[src/rtl/pm_clkdiv_pkg.sv]
package pm_clkdiv_pkg;

  typedef enum logic [1:0] {
    SPD_FULL = 2'd0,
    SPD_LOW  = 2'd1,
    SPD_DEEP = 2'd2
  } speed_t;

  // Bit 1 has priority over bit 0; all-zero means full speed.
  function automatic speed_t decode_req(input logic [1:0] req);
    if (req[1])      return SPD_DEEP;
    else if (req[0]) return SPD_LOW;
    else             return SPD_FULL;
  endfunction

endpackage

[src/rtl/pm_clkdiv_rx_edge.sv]
module pm_clkdiv_rx_edge #(
  parameter int SYNC_STAGES = 2
) (
  input  logic clk,
  input  logic rst_n,
  input  logic rx_async,
  output logic rx_fall
);
  localparam int CHAIN_W = SYNC_STAGES + 1;

  logic [CHAIN_W-1:0] chain_q;
  logic [CHAIN_W-1:0] chain_d;

  always_comb begin
    chain_d = {chain_q[CHAIN_W-2:0], rx_async};
  end

  always_ff @(posedge clk or negedge rst_n) begin
    if (!rst_n) chain_q <= '1;
    else        chain_q <= chain_d;
  end

  // Last synchronized stage low while the history stage was high.
  assign rx_fall = chain_q[CHAIN_W-1] & ~chain_q[CHAIN_W-2];

endmodule

[src/rtl/pm_clkdiv_modereg.sv]
module pm_clkdiv_modereg (
  input  logic       clk,
  input  logic       rst_n,
  input  logic       wr_en,
  input  logic [1:0] wr_bits,
  input  logic       sb_enable,
  input  logic       irq_ack,
  input  logic       rx_fall,
  output logic [1:0] req_bits
);
  logic [1:0] req_q;
  logic [1:0] req_d;
  logic       sb_event;

  always_comb begin
    sb_event = sb_enable & (irq_ack | rx_fall) & (req_q != 2'b00);
    req_d    = req_q;
    if (wr_en)         req_d = wr_bits;
    else if (sb_event) req_d = 2'b00;
  end

  always_ff @(posedge clk or negedge rst_n) begin
    if (!rst_n) req_q <= 2'b00;
    else        req_q <= req_d;
  end

  assign req_bits = req_q;

endmodule

[src/rtl/pm_clkdiv_counter.sv]
module pm_clkdiv_counter
  import pm_clkdiv_pkg::*;
#(
  parameter int CNT_W    = 10,
  parameter int FULL_DIV = 4,
  parameter int LOW_DIV  = 64,
  parameter int DEEP_DIV = 1024
) (
  input  logic   clk,
  input  logic   rst_n,
  input  speed_t req_speed,
  output logic   cycle_en,
  output speed_t act_speed
);
  localparam logic [CNT_W-1:0] TC_FULL = CNT_W'(FULL_DIV - 1);
  localparam logic [CNT_W-1:0] TC_LOW  = CNT_W'(LOW_DIV - 1);
  localparam logic [CNT_W-1:0] TC_DEEP = CNT_W'(DEEP_DIV - 1);

  logic [CNT_W-1:0] cnt_q, cnt_d;
  logic [CNT_W-1:0] tc_sel;
  speed_t           act_q, act_d;
  logic             at_tc;

  always_comb begin
    unique case (act_q)
      SPD_LOW:  tc_sel = TC_LOW;
      SPD_DEEP: tc_sel = TC_DEEP;
      default:  tc_sel = TC_FULL;
    endcase
    at_tc = (cnt_q == tc_sel);
    cnt_d = at_tc ? '0 : cnt_q + 1'b1;
    act_d = at_tc ? req_speed : act_q;
  end

  always_ff @(posedge clk or negedge rst_n) begin
    if (!rst_n) begin
      cnt_q <= '0;
      act_q <= SPD_FULL;
    end else begin
      cnt_q <= cnt_d;
      act_q <= act_d;
    end
  end

  assign cycle_en  = at_tc;
  assign act_speed = act_q;

endmodule

[src/rtl/pm_clkdiv.sv]
module pm_clkdiv
  import pm_clkdiv_pkg::*;
#(
  parameter int CNT_W       = 10,
  parameter int FULL_DIV    = 4,
  parameter int LOW_DIV     = 64,
  parameter int DEEP_DIV    = 1024,
  parameter int SYNC_STAGES = 2
) (
  input  logic       clk_osc,
  input  logic       rst_osc_n,
  input  logic       cfg_wr,
  input  logic [1:0] cfg_wdata,
  input  logic       irq_ack,
  input  logic       rx_pin,
  input  logic       sb_enable,
  output logic       cycle_en,
  output logic [1:0] speed_bits,
  output logic [1:0] speed_now
);
  logic   rx_fall;
  logic [1:0] req_bits;
  speed_t req_speed;
  speed_t act_speed;

  pm_clkdiv_rx_edge #(.SYNC_STAGES(SYNC_STAGES)) u_rx_edge (
    .clk      (clk_osc),
    .rst_n    (rst_osc_n),
    .rx_async (rx_pin),
    .rx_fall  (rx_fall)
  );

  pm_clkdiv_modereg u_modereg (
    .clk       (clk_osc),
    .rst_n     (rst_osc_n),
    .wr_en     (cfg_wr),
    .wr_bits   (cfg_wdata),
    .sb_enable (sb_enable),
    .irq_ack   (irq_ack),
    .rx_fall   (rx_fall),
    .req_bits  (req_bits)
  );

  assign req_speed = decode_req(req_bits);

  pm_clkdiv_counter #(
    .CNT_W    (CNT_W),
    .FULL_DIV (FULL_DIV),
    .LOW_DIV  (LOW_DIV),
    .DEEP_DIV (DEEP_DIV)
  ) u_counter (
    .clk       (clk_osc),
    .rst_n     (rst_osc_n),
    .req_speed (req_speed),
    .cycle_en  (cycle_en),
    .act_speed (act_speed)
  );

  assign speed_bits = req_bits;
  assign speed_now  = act_speed;

endmodule

[config.mk]
export PLATFORM = sky130hd
export DESIGN_NAME = pm_clkdiv
export DESIGN_NICKNAME = d
export VERILOG_FILES = /design/src/rtl/pm_clkdiv_pkg.sv /design/src/rtl/pm_clkdiv_rx_edge.sv /design/src/rtl/pm_clkdiv_modereg.sv /design/src/rtl/pm_clkdiv_counter.sv /design/src/rtl/pm_clkdiv.sv
export SDC_FILE = /design/constraint.sdc
export NUM_CORES = 1
export LEC_CHECK = 0
export BUFFER_PORTS_ARGS = -buffer_cell sky130_fd_sc_hd__buf_4
export CAP_MARGIN = 5
export CORE_MARGIN = 4
export CORE_UTILIZATION = 55
export DETAILED_ROUTE_END_ITERATION = 12
export GPL_TIMING_DRIVEN = 0
export PLACE_DENSITY = 0.81
export RECOVER_POWER = 25
export SYNTH_ARGS = -nofsm -noshare
export SYNTH_HDL_FRONTEND = slang
export SYNTH_SLANG_ARGS = --single-unit
[constraint.sdc]
create_clock -name clk_osc -period 4.8 [get_ports clk_osc]
set_clock_uncertainty 0.2 [all_clocks]
set_input_delay 0.96 -clock clk_osc [delete_from_list [all_inputs] [get_ports clk_osc]]
set_output_delay 0.96 -clock clk_osc [all_outputs]
set_load 0.005 [all_outputs]
### After elaboration in Yosys (flattened, before gate mapping)

Cells that the tools add are included.

| word-level totals | value |
|---|---|
| word-level logic and storage cells | 21 |
| flip-flop bits (word level) | 17 |

| cells by class | value |
|---|---|
| bitwise operators | 5 |
| reductions and logical operators | 2 |
| add/subtract/negate cells | 1 |
| multiplexer cells | 6 |
| equality and inequality tests | 3 |

Operators by type and width:

| cell | count |
|---|---|
| $pmux W10 S2 | 1 |
| $add A10 B1 Y10 const B | 1 |
| $eq A10 B10 Y1 | 1 |
| $mux W10 | 1 |
| $mux W2 | 3 |
| $reduce_bool A2 Y1 | 2 |
| $and A1 B1 Y1 | 3 |
| $eq A2 B1 Y1 const B | 1 |
| $eq A2 B2 Y1 const B | 1 |
| $mux W1 | 1 |
| $not A1 Y1 | 1 |
| $or A1 B1 Y1 | 1 |

### Logic depth before layout (Yosys ltp)

Gate-level depths: netlist of the first run.

| logic depth | value |
|---|---|
| word-level depth | 7 |
| gate-level depth with buffers | 7 |

### Modules after synthesis

A second synthesis of the first run with hierarchy kept.

| unflattened totals | value |
|---|---|
| cell total of the unflattened synthesis | 68 |
| area, all modules | 804.5 um2 |

By module, submodules not included:

| module | cells each | instances | area each (um2) |
|---|---|---|---|
| pm_clkdiv_counter | 56 | 1 | 613.1 |
| pm_clkdiv_rx_edge | 4 | 1 | 92.6 |
| pm_clkdiv_modereg | 7 | 1 | 85.1 |
| pm_clkdiv | 1 | 1 | 13.8 |

### Worst setup path after synthesis of the first run

OpenSTA, ideal clock, no wires.

| timing path | value |
|---|---|
| path kind | register -> output |
| start point | register u_counter.act_q[0], in the netlist u_counter.act_speed[0] |
| end point | output port cycle_en |
| buffers on the path | 1 |
| stages on the path, launching flop included | 7 |
| arrival time | 1.254 ns |
| setup slack | 2.386 ns |
| required time | 3.640 ns |
| cells stage by stage | dfrtp_1 -> inv_1 -> ha_1 -> nor3_1 -> a32oi_1 -> nor3b_2 -> buf_6 |

| on the way | value |
|---|---|
| cells in the longest elaborated chain, start to end | 3 |
| elaborated cells between the ends (all ways) | 4 |

RTL lines:

| element | RTL line | text |
|---|---|---|
| start: declaration | pm_clkdiv_counter.sv:21 | `speed_t act_q, act_d;` |
| start signal: assignment | pm_clkdiv_counter.sv:41 | `act_q <= act_d;` |
| $eq A2 B2 Y1 or $eq A2 B1 Y1 (tied branches) | pm_clkdiv_counter.sv:25 | `unique case (act_q)` |
| $pmux W10 S2 * | pm_clkdiv_counter.sv:25 |  |
| $eq A10 B10 Y1 * | pm_clkdiv_counter.sv:30 | `at_tc = (cnt_q == tc_sel);` |
| end: declaration | pm_clkdiv.sv:17 | `output logic cycle_en,` |

Mark *: on every way between the ends. The rest lies on a longest branch, timed or not.

### Final worst setup path of the first run

Same ends and word-level chain as after synthesis.

==> results of run 1 <==
## through the flow
| stage | instance area [um^2] | std cells |
|---|---|---|
| 2_1_floorplan | 756 | 63 |
| 3_3_place_gp | 865 | 90 |
| 3_5_place_dp | 865 | 90 |
| 4_1_cts | 891 | 94 |
| 5_1_grt | 887 | 94 |
| 6_report | 887 | 94 |
## cells in the mapped netlist (all sizes together), types with 2 or more instances
library cell / n
xnor2: 2
buf: 2
dfrtp: 14
dfstp: 3
inv: 2
nand3: 3
xor2: 6
and3: 2
nand4: 3
mux2i: 2
a22o: 2
ha: 2
nor2: 9
## cell usage in the layout, fill, tap and decap left out, types with 2 or more instances in the layout
cell	netlist	layout
sky130_fd_sc_hd__dfrtp_1	14	14
sky130_fd_sc_hd__buf_4	1	12
sky130_fd_sc_hd__nor2_1	9	9
sky130_fd_sc_hd__xor2_1	6	6
sky130_fd_sc_hd__nand4_1	3	3
sky130_fd_sc_hd__nand3_1	3	3
sky130_fd_sc_hd__clkbuf_4	0	3
sky130_fd_sc_hd__dfstp_2	3	3
sky130_fd_sc_hd__mux2i_1	2	2
sky130_fd_sc_hd__xnor2_1	2	2
sky130_fd_sc_hd__inv_1	2	2
sky130_fd_sc_hd__a22o_1	2	2
sky130_fd_sc_hd__ha_1	2	2
sky130_fd_sc_hd__clkbuf_1	0	2
## metal layers
layer	vias to the layer above	global-route usage	wire (um)
met2	15	0.249	622
li1	253	-	-
met5	-	0	0
met1	246	0.200	549
met3	4	0.0279	62
met4	0	0.0877	19
## cell families (layout without fill, tap and decap cells)
| kind of cell | Yosys count | count (layout) | share of synthesized area |
|---|---|---|---|
| flip-flops | 17 | 17 | 0.568 |
| multiplexers | 3 | 3 | 0.0414 |
| AND/OR/NAND/NOR | 24 | 24 | 0.179 |
| AO/OA/AOI/OAI | 5 | 5 | 0.0513 |
| adder cells (fa/ha/maj) | 2 | 2 | 0.0331 |
| XOR/XNOR | 8 | 8 | 0.0927 |
| buffers and inverters | 4 | 20 | 0.0348 |
## sequential cells by signal, summed over array words and instances (netlist names)
register,cells
u_counter.cnt_q,10
u_rx_edge.chain_q,3
u_modereg.req_bits,2
u_counter.act_speed,2
## final cells by class
class,count,area [um^2],share of cell area
Buffer,2,18.8,0.0212
Clock buffer,4,26.3,0.0296
Inverter,2,7.51,0.00846
Multi-Input combinational cell,42,300,0.339
Sequential cell,17,429,0.484
Tap cell,15,18.8,0.0212
Timing Repair Buffer,12,86.3,0.0973
## worst max path at each step
stage	slack, ps	end
3_3_place_gp	2210	cycle_en
3_5_place_dp	2160	cycle_en
2_1_floorplan	2390	cycle_en
4_1_cts	1840	cycle_en
6_report	1850	cycle_en
5_1_grt	1670	cycle_en
## worst register-to-register path, cell delays in order (launching register included)
cell and delay (ps):
sky130_fd_sc_hd__dfrtp_1 360, sky130_fd_sc_hd__inv_1 60, sky130_fd_sc_hd__ha_1 210, sky130_fd_sc_hd__nor3_1 190, sky130_fd_sc_hd__a32oi_1 110, sky130_fd_sc_hd__nor3b_2 290, sky130_fd_sc_hd__mux2_2 370
## where the power goes
group          switching [W]  total [W]  internal [W]  leakage (nW)
logic              0.0000374  0.0000879     0.0000505         0.191
clock network      0.0000399  0.0000721     0.0000323        0.0150
registers          0.0000333   0.000207      0.000174         0.209
total               0.000111   0.000367      0.000257         0.415
==> run summary, run 1 <==
The via count is 518, and the number of DRC violations after detailed-routing iteration 0 is 11. The worst register-to-register path has a setup slack of 2920 ps. The congestion estimate from routability-driven global placement came to 0.760. The flow ran to the end, and the final reports show no timing, DRC or antenna violations. The run gives 0.426 as the headroom to the max-slew limit. The share of the core filled with cells in the final layout was 0.682; the number of enable-type register cells in the synthesized netlist was 0. The synthesis-stage register bit count is 17, and the fraction of registers with async set/reset is 1.00. VDD sags by at most 0.275 mV. The total power consumption of the routed design came out at 0.000367 W. The largest total area in the synthesized netlist belongs to sky130_fd_sc_hd__dfrtp_1. The antenna diode count is 0. Setup violations remaining at the end of the flow were counted as 0. In this run the power density over the cells is 414 nW/um^2. The cell depth of the worst min-delay path came out at 0. The residual DRC count was 0. The number of antenna violations at the first check in global routing is 0, and the TritonCTS buffer count is 3.

Width of the die: 45.1 um. The most used flip-flop cell after synthesis is sky130_fd_sc_hd__dfrtp_1. The number of hold buffers added after CTS was 0.

The max-slew violation total from the final report was 0. Setup repair after global routing left no endpoint under its margin. The worst setup path is of the reg -> out kind. Family with the most delay on the worst path: simple AND/OR/NAND/NOR gates. The clock passes through at most 2 buffers. The die span in y works out to 45.1 um. The worst path needs 2950 ps of the cycle, external delays included. In this run the worst hold path is classified as reg -> reg. For this design the top-level I/O count stands at 13. The tools report the total of warnings raised by yosys as 0. The number of placement rows was 13; the transition time at the pin with the least slew margin was 860 ps. The first detailed-routing pass ran for 4 iterations. The synthesized netlist contains 26 unique library cells. For the number of nets at the end of the flow, the log shows 90.

The count of nets left with antenna violations once routing finished came out at 0. The logs give 1250 um for the final routed wirelength across all metal layers and 0.568 for the portion of the post-synthesis area used by sequential elements. After technology mapping, the gate count stands at 63. The HPWL after detailed placement is 953 um. The quantity of I/O buffers inserted on ports works out to 12. Die outline area: 2030 um^2. After detailed routing, the average wire length per cell comes to 13.3 um.

The share of final-layout standard cells stronger than drive strength 1 was 0.304. Summed over all failing endpoints, the final setup total negative slack is 0 ps. The worst setup path is captured at a primary output. Count of buffering cells on the critical path with inverters included: 3.

For the total routing resource utilization after global routing, the log shows 0.156. After clock tree synthesis, the clock-pin slew on the worst setup and hold paths is 90 ps. The clock insertion delay at the later pin of the skew report is 280 ps, and the placeable core area is 1300 um^2. The startpoint identified for the worst register-to-register timing path is u_counter.act_speed[0]. In this run the critical register-to-register path is captured at u_counter.act_speed[1]. The run gives 1 as the deepest level of the CTS H-tree. The slowest stage of the critical path belongs to the cell sky130_fd_sc_hd__dfrtp_1. In this run the most critical hold path is launched from u_rx_edge.chain_q[0]. The logs give 0 for the number of max-capacitance violations reported and 104 for the final-layout fill cell count. The area of the mapped netlist was 756 um^2. For the via count of the first global-routing pass, the log shows 540. The final period utilization was 0.614. Clock root buffer: sky130_fd_sc_hd__clkbuf_4. Hold timing on the final database bottoms out at a slack of 163 ps. The beginning of the critical path is u_counter.act_speed[0]. The logs give 2160 ps for the worst setup slack after placement and 73 for the net count after synthesis. The worst setup slack after layout is 1850 ps, and the remaining global-route overflow is 0.

The number of cells on the critical path is 7, and the effective utilization at floorplan is 0.581. The analysis attributes to cell leakage a power of 0.415 nW. The signal on the critical path passes through inv_1, ha_1, nor3_1, a32oi_1, nor3b_2, buf_6, buf_4. In this run, post-CTS repair resized a total of 0 instances. TritonCTS built the clock tree.

The length in cells of the worst reg-to-reg path was 6; the mean number of vias per cell was 5.51. The delay contributed by the slowest stage of the critical path is 360 ps. The run gives 0 as the number of buffers inserted to repair setup after CTS. Maximum net fanout on the critical path: 10. Data arrival time of the critical path: 1790 ps. The layout overhead on the synthesized area came out at 17.4%.

The kind of launch point of the worst setup path is a register. The tools report the number of hold violations in the final report as 0. The first global-routing pass estimated 2280 um of wire.

For this design, the sink count on the clock tree is 17. The achievable frequency is 339 MHz. The tools report the worst endpoint required time as 3640 ps. The tools report the endpoint of the worst hold path as u_rx_edge.chain_q[1]. Sorting the synthesized cells by area gives the leading types as sky130_fd_sc_hd__dfrtp_1 46%, sky130_fd_sc_hd__dfstp_2 10%, sky130_fd_sc_hd__xor2_1 7.0%, sky130_fd_sc_hd__nor2_1 4.5%, sky130_fd_sc_hd__ha_1 3.3%. The fraction of synthesized cell area taken by the top area cell type came out at 0.464. Entering global routing, the biggest net connects 18 pins. The mean cell area of the mapped netlist was 12.0 um^2.
No activity file was read; power rests on OpenSTA's default activity.
==> inputs of run 2 (changes only) <==
CORE_UTILIZATION = 52   (was 55)
PLACE_DENSITY = 0.78   (was 0.81)
clock period = 2.98 ns   (was 4.8 ns; I/O delays follow)
==> run 2 against run 1 <==
Against the previous run:
- sequential cell count unchanged
- hold slack improved by 6.1 ps
- wire length increased by 3.7%
- combinational power increased by 58%
- global-route usage increased by 0.77 points
- non-clock buffer count increased by 1
- final cell count increased by 1.1%
- via count decreased by 1.7%
- utilization decreased by 0.82 points
- die area increased by 4.7%
- register-to-register slack got worse by 1800 ps
- sequential share of layout area decreased by 0.61 points
- critical path type unchanged
- largest cell class unchanged
==> run summary, run 2 (synthesis results as in run 1) <==
The layout overhead on the synthesized area was 18.9% (was 17.4%). Register bank with the most flops: u_counter.cnt_q (unchanged). The worst setup slack after layout is 377 ps (was 1850 ps), and the number of placement rows is 13 (unchanged).

For the proportion of power drawn by flip-flops and latches, the log shows 0.557 (was 0.564). The launch point of the worst reg-to-reg path is u_counter.act_speed[0] (unchanged). The clock insertion delay at the later pin of the skew report came out at 290 ps (was 280 ps).

For the deepest level of the CTS H-tree, the log shows 1 (unchanged). The antenna violation net count after detailed routing was 0 (unchanged); the number of sinks on the clock net was 17 (unchanged). The kind of launch point of the worst setup path was a register (unchanged). The aggregate negative setup slack came out at 0 ps (unchanged). The beginning of the critical path was u_counter.act_speed[0] (unchanged). The tools report the number of max-capacitance violations reported as 0 (unchanged). The clock share of power was 0.210 (was 0.196). The tools report the residual DRC count as 0 (unchanged). The run gives 3 (was 11) as the number of DRC violations after detailed-routing iteration 0. The achievable frequency came out at 384 MHz. The type of the most critical hold path was reg -> reg (unchanged). The tools report the headroom to the max-slew limit as 0.400 (was 0.426). The logs give 0 (unchanged) for the max-slew violation total from the final report and 0 (unchanged) for the final number of setup-violating endpoints.

Commonest non-fill, non-tap cells in the layout: 14 x sky130_fd_sc_hd__dfrtp_1, 11 x sky130_fd_sc_hd__buf_4, 9 x sky130_fd_sc_hd__nor2_1 (was 14 x sky130_fd_sc_hd__dfrtp_1, 12 x sky130_fd_sc_hd__buf_4, 9 x sky130_fd_sc_hd__nor2_1). The mean number of vias per cell works out to 5.36 (was 5.51). Via count: 509 (was 518). The final routed wirelength across all metal layers was 1300 um (was 1250 um). The final critical path time including I/O delays and setup works out to 2600 ps. The beginning of the worst hold path was u_rx_edge.chain_q[0] (unchanged).

For the final hold slack, the log shows 169 ps (was 163 ps). The flow ran to the end, and the final reports show no timing, DRC or antenna violations. Width of the die: 46.1 um (was 45.1 um). The logs give 0.567 (was 0.581) for the effective utilization at floorplan and 0 (unchanged) for the number of antenna violations at the first check in global routing. The most common cell after layout, fill and taps aside was sky130_fd_sc_hd__dfrtp_1 (unchanged). The transition time at the pin with the least slew margin was 901 ps (was 860 ps). The combinational group share of total power is 0.233 (was 0.239), and the HPWL after detailed placement is 913 um (was 953 um).

The routability congestion estimate is 0.764 (was 0.760). The number of hold violations in the final report is 0 (unchanged), and the share of final-layout standard cells stronger than drive strength 1 is 0.300 (was 0.304). The maximum vdd ir drop is 0.433 mV (was 0.275 mV), and the antenna diode count is 0 (unchanged).

The tools report the pin count of the biggest net entering global routing as 18 (unchanged). The remaining global-route overflow was 0 (unchanged); the die span in y was 46.1 um (was 45.1 um). The logs give 0.164 (was 0.156) for the total routing resource utilization after global routing and 2180 ps (was 3640 ps) for the worst endpoint required time.

The via count of the first global-routing pass was 520 (was 540). The number of flip-flops under the largest register name is 10 (unchanged), and the delay contributed by the slowest stage of the critical path is 370 ps (was 360 ps). Switching share of total power: 0.310 (was 0.301).

The maximum net fanout on the critical path was 10 (unchanged). The TritonCTS buffer count was 3 (unchanged). The power density normalized to cell area came out at 663 nW/um^2 (was 414 nW/um^2).

Data arrival time of the critical path: 1810 ps (was 1790 ps). Clock slew seen by the registers of the worst setup and hold paths: 110 ps (was 90 ps). The tools report the number of buffers inserted to repair setup after CTS as 0 (unchanged). The net switching power figure was 0.000184 W (was 0.000111 W).

The mean routed wirelength per cell came out at 13.7 um (was 13.3 um). The final period utilization came out at 0.874. The number of nets at the end of the flow was 91 (was 90). The tools report the clock root buffer as sky130_fd_sc_hd__clkbuf_4 (unchanged). Leading registers by flop count: u_counter.cnt_q: 10 flops, u_rx_edge.chain_q: 3 flops (unchanged). The internal cell power came out at 0.000411 W (was 0.000257 W).

For the maximum clock insertion buffer count, the log shows 2 (unchanged). The placeable core area came out at 1330 um^2 (was 1300 um^2). TritonCTS built the clock tree. The endpoint kind of the worst setup timing path was a primary output (unchanged). Ordered cell list for the critical path: inv_1, ha_1, nor3_1, a32oi_1, nor3b_2, buf_6, buf_4 (unchanged).

For the count of TritonRoute iterations in the first routing pass, the log shows 3 (was 4). Count of pins on the block boundary: 13 (unchanged). Setup repair after global routing left no endpoint under its margin.

The logs give 2370 um (was 2280 um) for the wire length of the first global-routing pass and 2130 um^2 (was 2030 um^2) for the die outline area. For the leakage power of the design, the log shows 0.421 nW (was 0.415 nW). The class of the most critical setup path was reg -> out (unchanged). The cell with the largest stage delay on the worst path was sky130_fd_sc_hd__dfrtp_1 (unchanged). The quantity of I/O buffers inserted on ports is 12 (unchanged), and the worst setup slack after placement is 713 ps (was 2160 ps).
==> run 2: changes by cell type in the layout (fill, tap and decap cells not counted), sizes merged <==
cell / change
clkinv: +1
buf: -1
dlygate4sd3: +1
==> run 2: worst paths after layout <==
check | endpoint | slack (ps) | depth (start not counted)
max reg2reg | u_counter.act_speed[1] | 1100 | 6
min | u_rx_edge.chain_q[1] | 170 | 0
min in group asynchronous | u_modereg.req_bits[1] | 730 | 2
min reg2reg | u_rx_edge.chain_q[1] | 170 | 0
max | cycle_en | 380 | 7
max in group asynchronous | u_counter.cnt_q[7] | 1290 | 2
==> run 2: repair_timing <==
action | in CTS | in global routing
hold buffers | 1 | 0
gates resized for setup | 0 | 0
endpoints found under the hold margin | 14 | 0
==> run 2: critical path: cells and delay by family (launching register included) <==
family                     cells  cell delay (ps)
buffers and inverters          3              370
and+or+nand+nor                2              480
DFF                            1              370
AOI/OAI and AO/OA              1               90
adders and majority gates      1              210
==> run 2: metal layers <==
layer / routed length, um / track usage / vias up
met2: 661 / 0.250 / 7
met5: 0 / 0 / -
li1: - / - / 252
met1: 581 / 0.218 / 248
met3: 44 / 0.0234 / 2
met4: 12 / 0.102 / 0
==> run 2: power groups by stage <==
stage / combinational [W] / clock, W / sequential [W]
floorplan: 0.0000929 / 0 / 0.000327
global placement: 0.000135 / 0 / 0.000333
detailed placement: 0.000139 / 0 / 0.000336
CTS: 0.000142 / 0.000128 / 0.000332
global route: 0.000156 / 0.000139 / 0.000343
finish: 0.000139 / 0.000125 / 0.000332
==> run 2: layout make-up <==
| cell class | count | area (um^2) |
|---|---|---|
| buffer | 2 | 18.8 |
| clock buffer | 3 | 22.5 |
| clock inverter | 1 | 5.00 |
| fill | 107 | 435 |
| inverter | 2 | 7.51 |
| multi-input combinational | 42 | 300 |
| sequential | 17 | 429 |
| tap | 15 | 18.8 |
| timing repair buffer | 13 | 96.3 |
==> run 2: through the flow <==
stage / total power [W] / utilization / cell area, um^2 / instances
global route: 0.000638 / 0.674 / 898 / 95
floorplan: 0.000420 / - / 756 / 63
CTS: 0.000602 / 0.676 / 902 / 95
global placement: 0.000469 / 0.648 / 865 / 90
detailed placement: 0.000475 / 0.648 / 865 / 90
finish: 0.000596 / 0.674 / 898 / 95
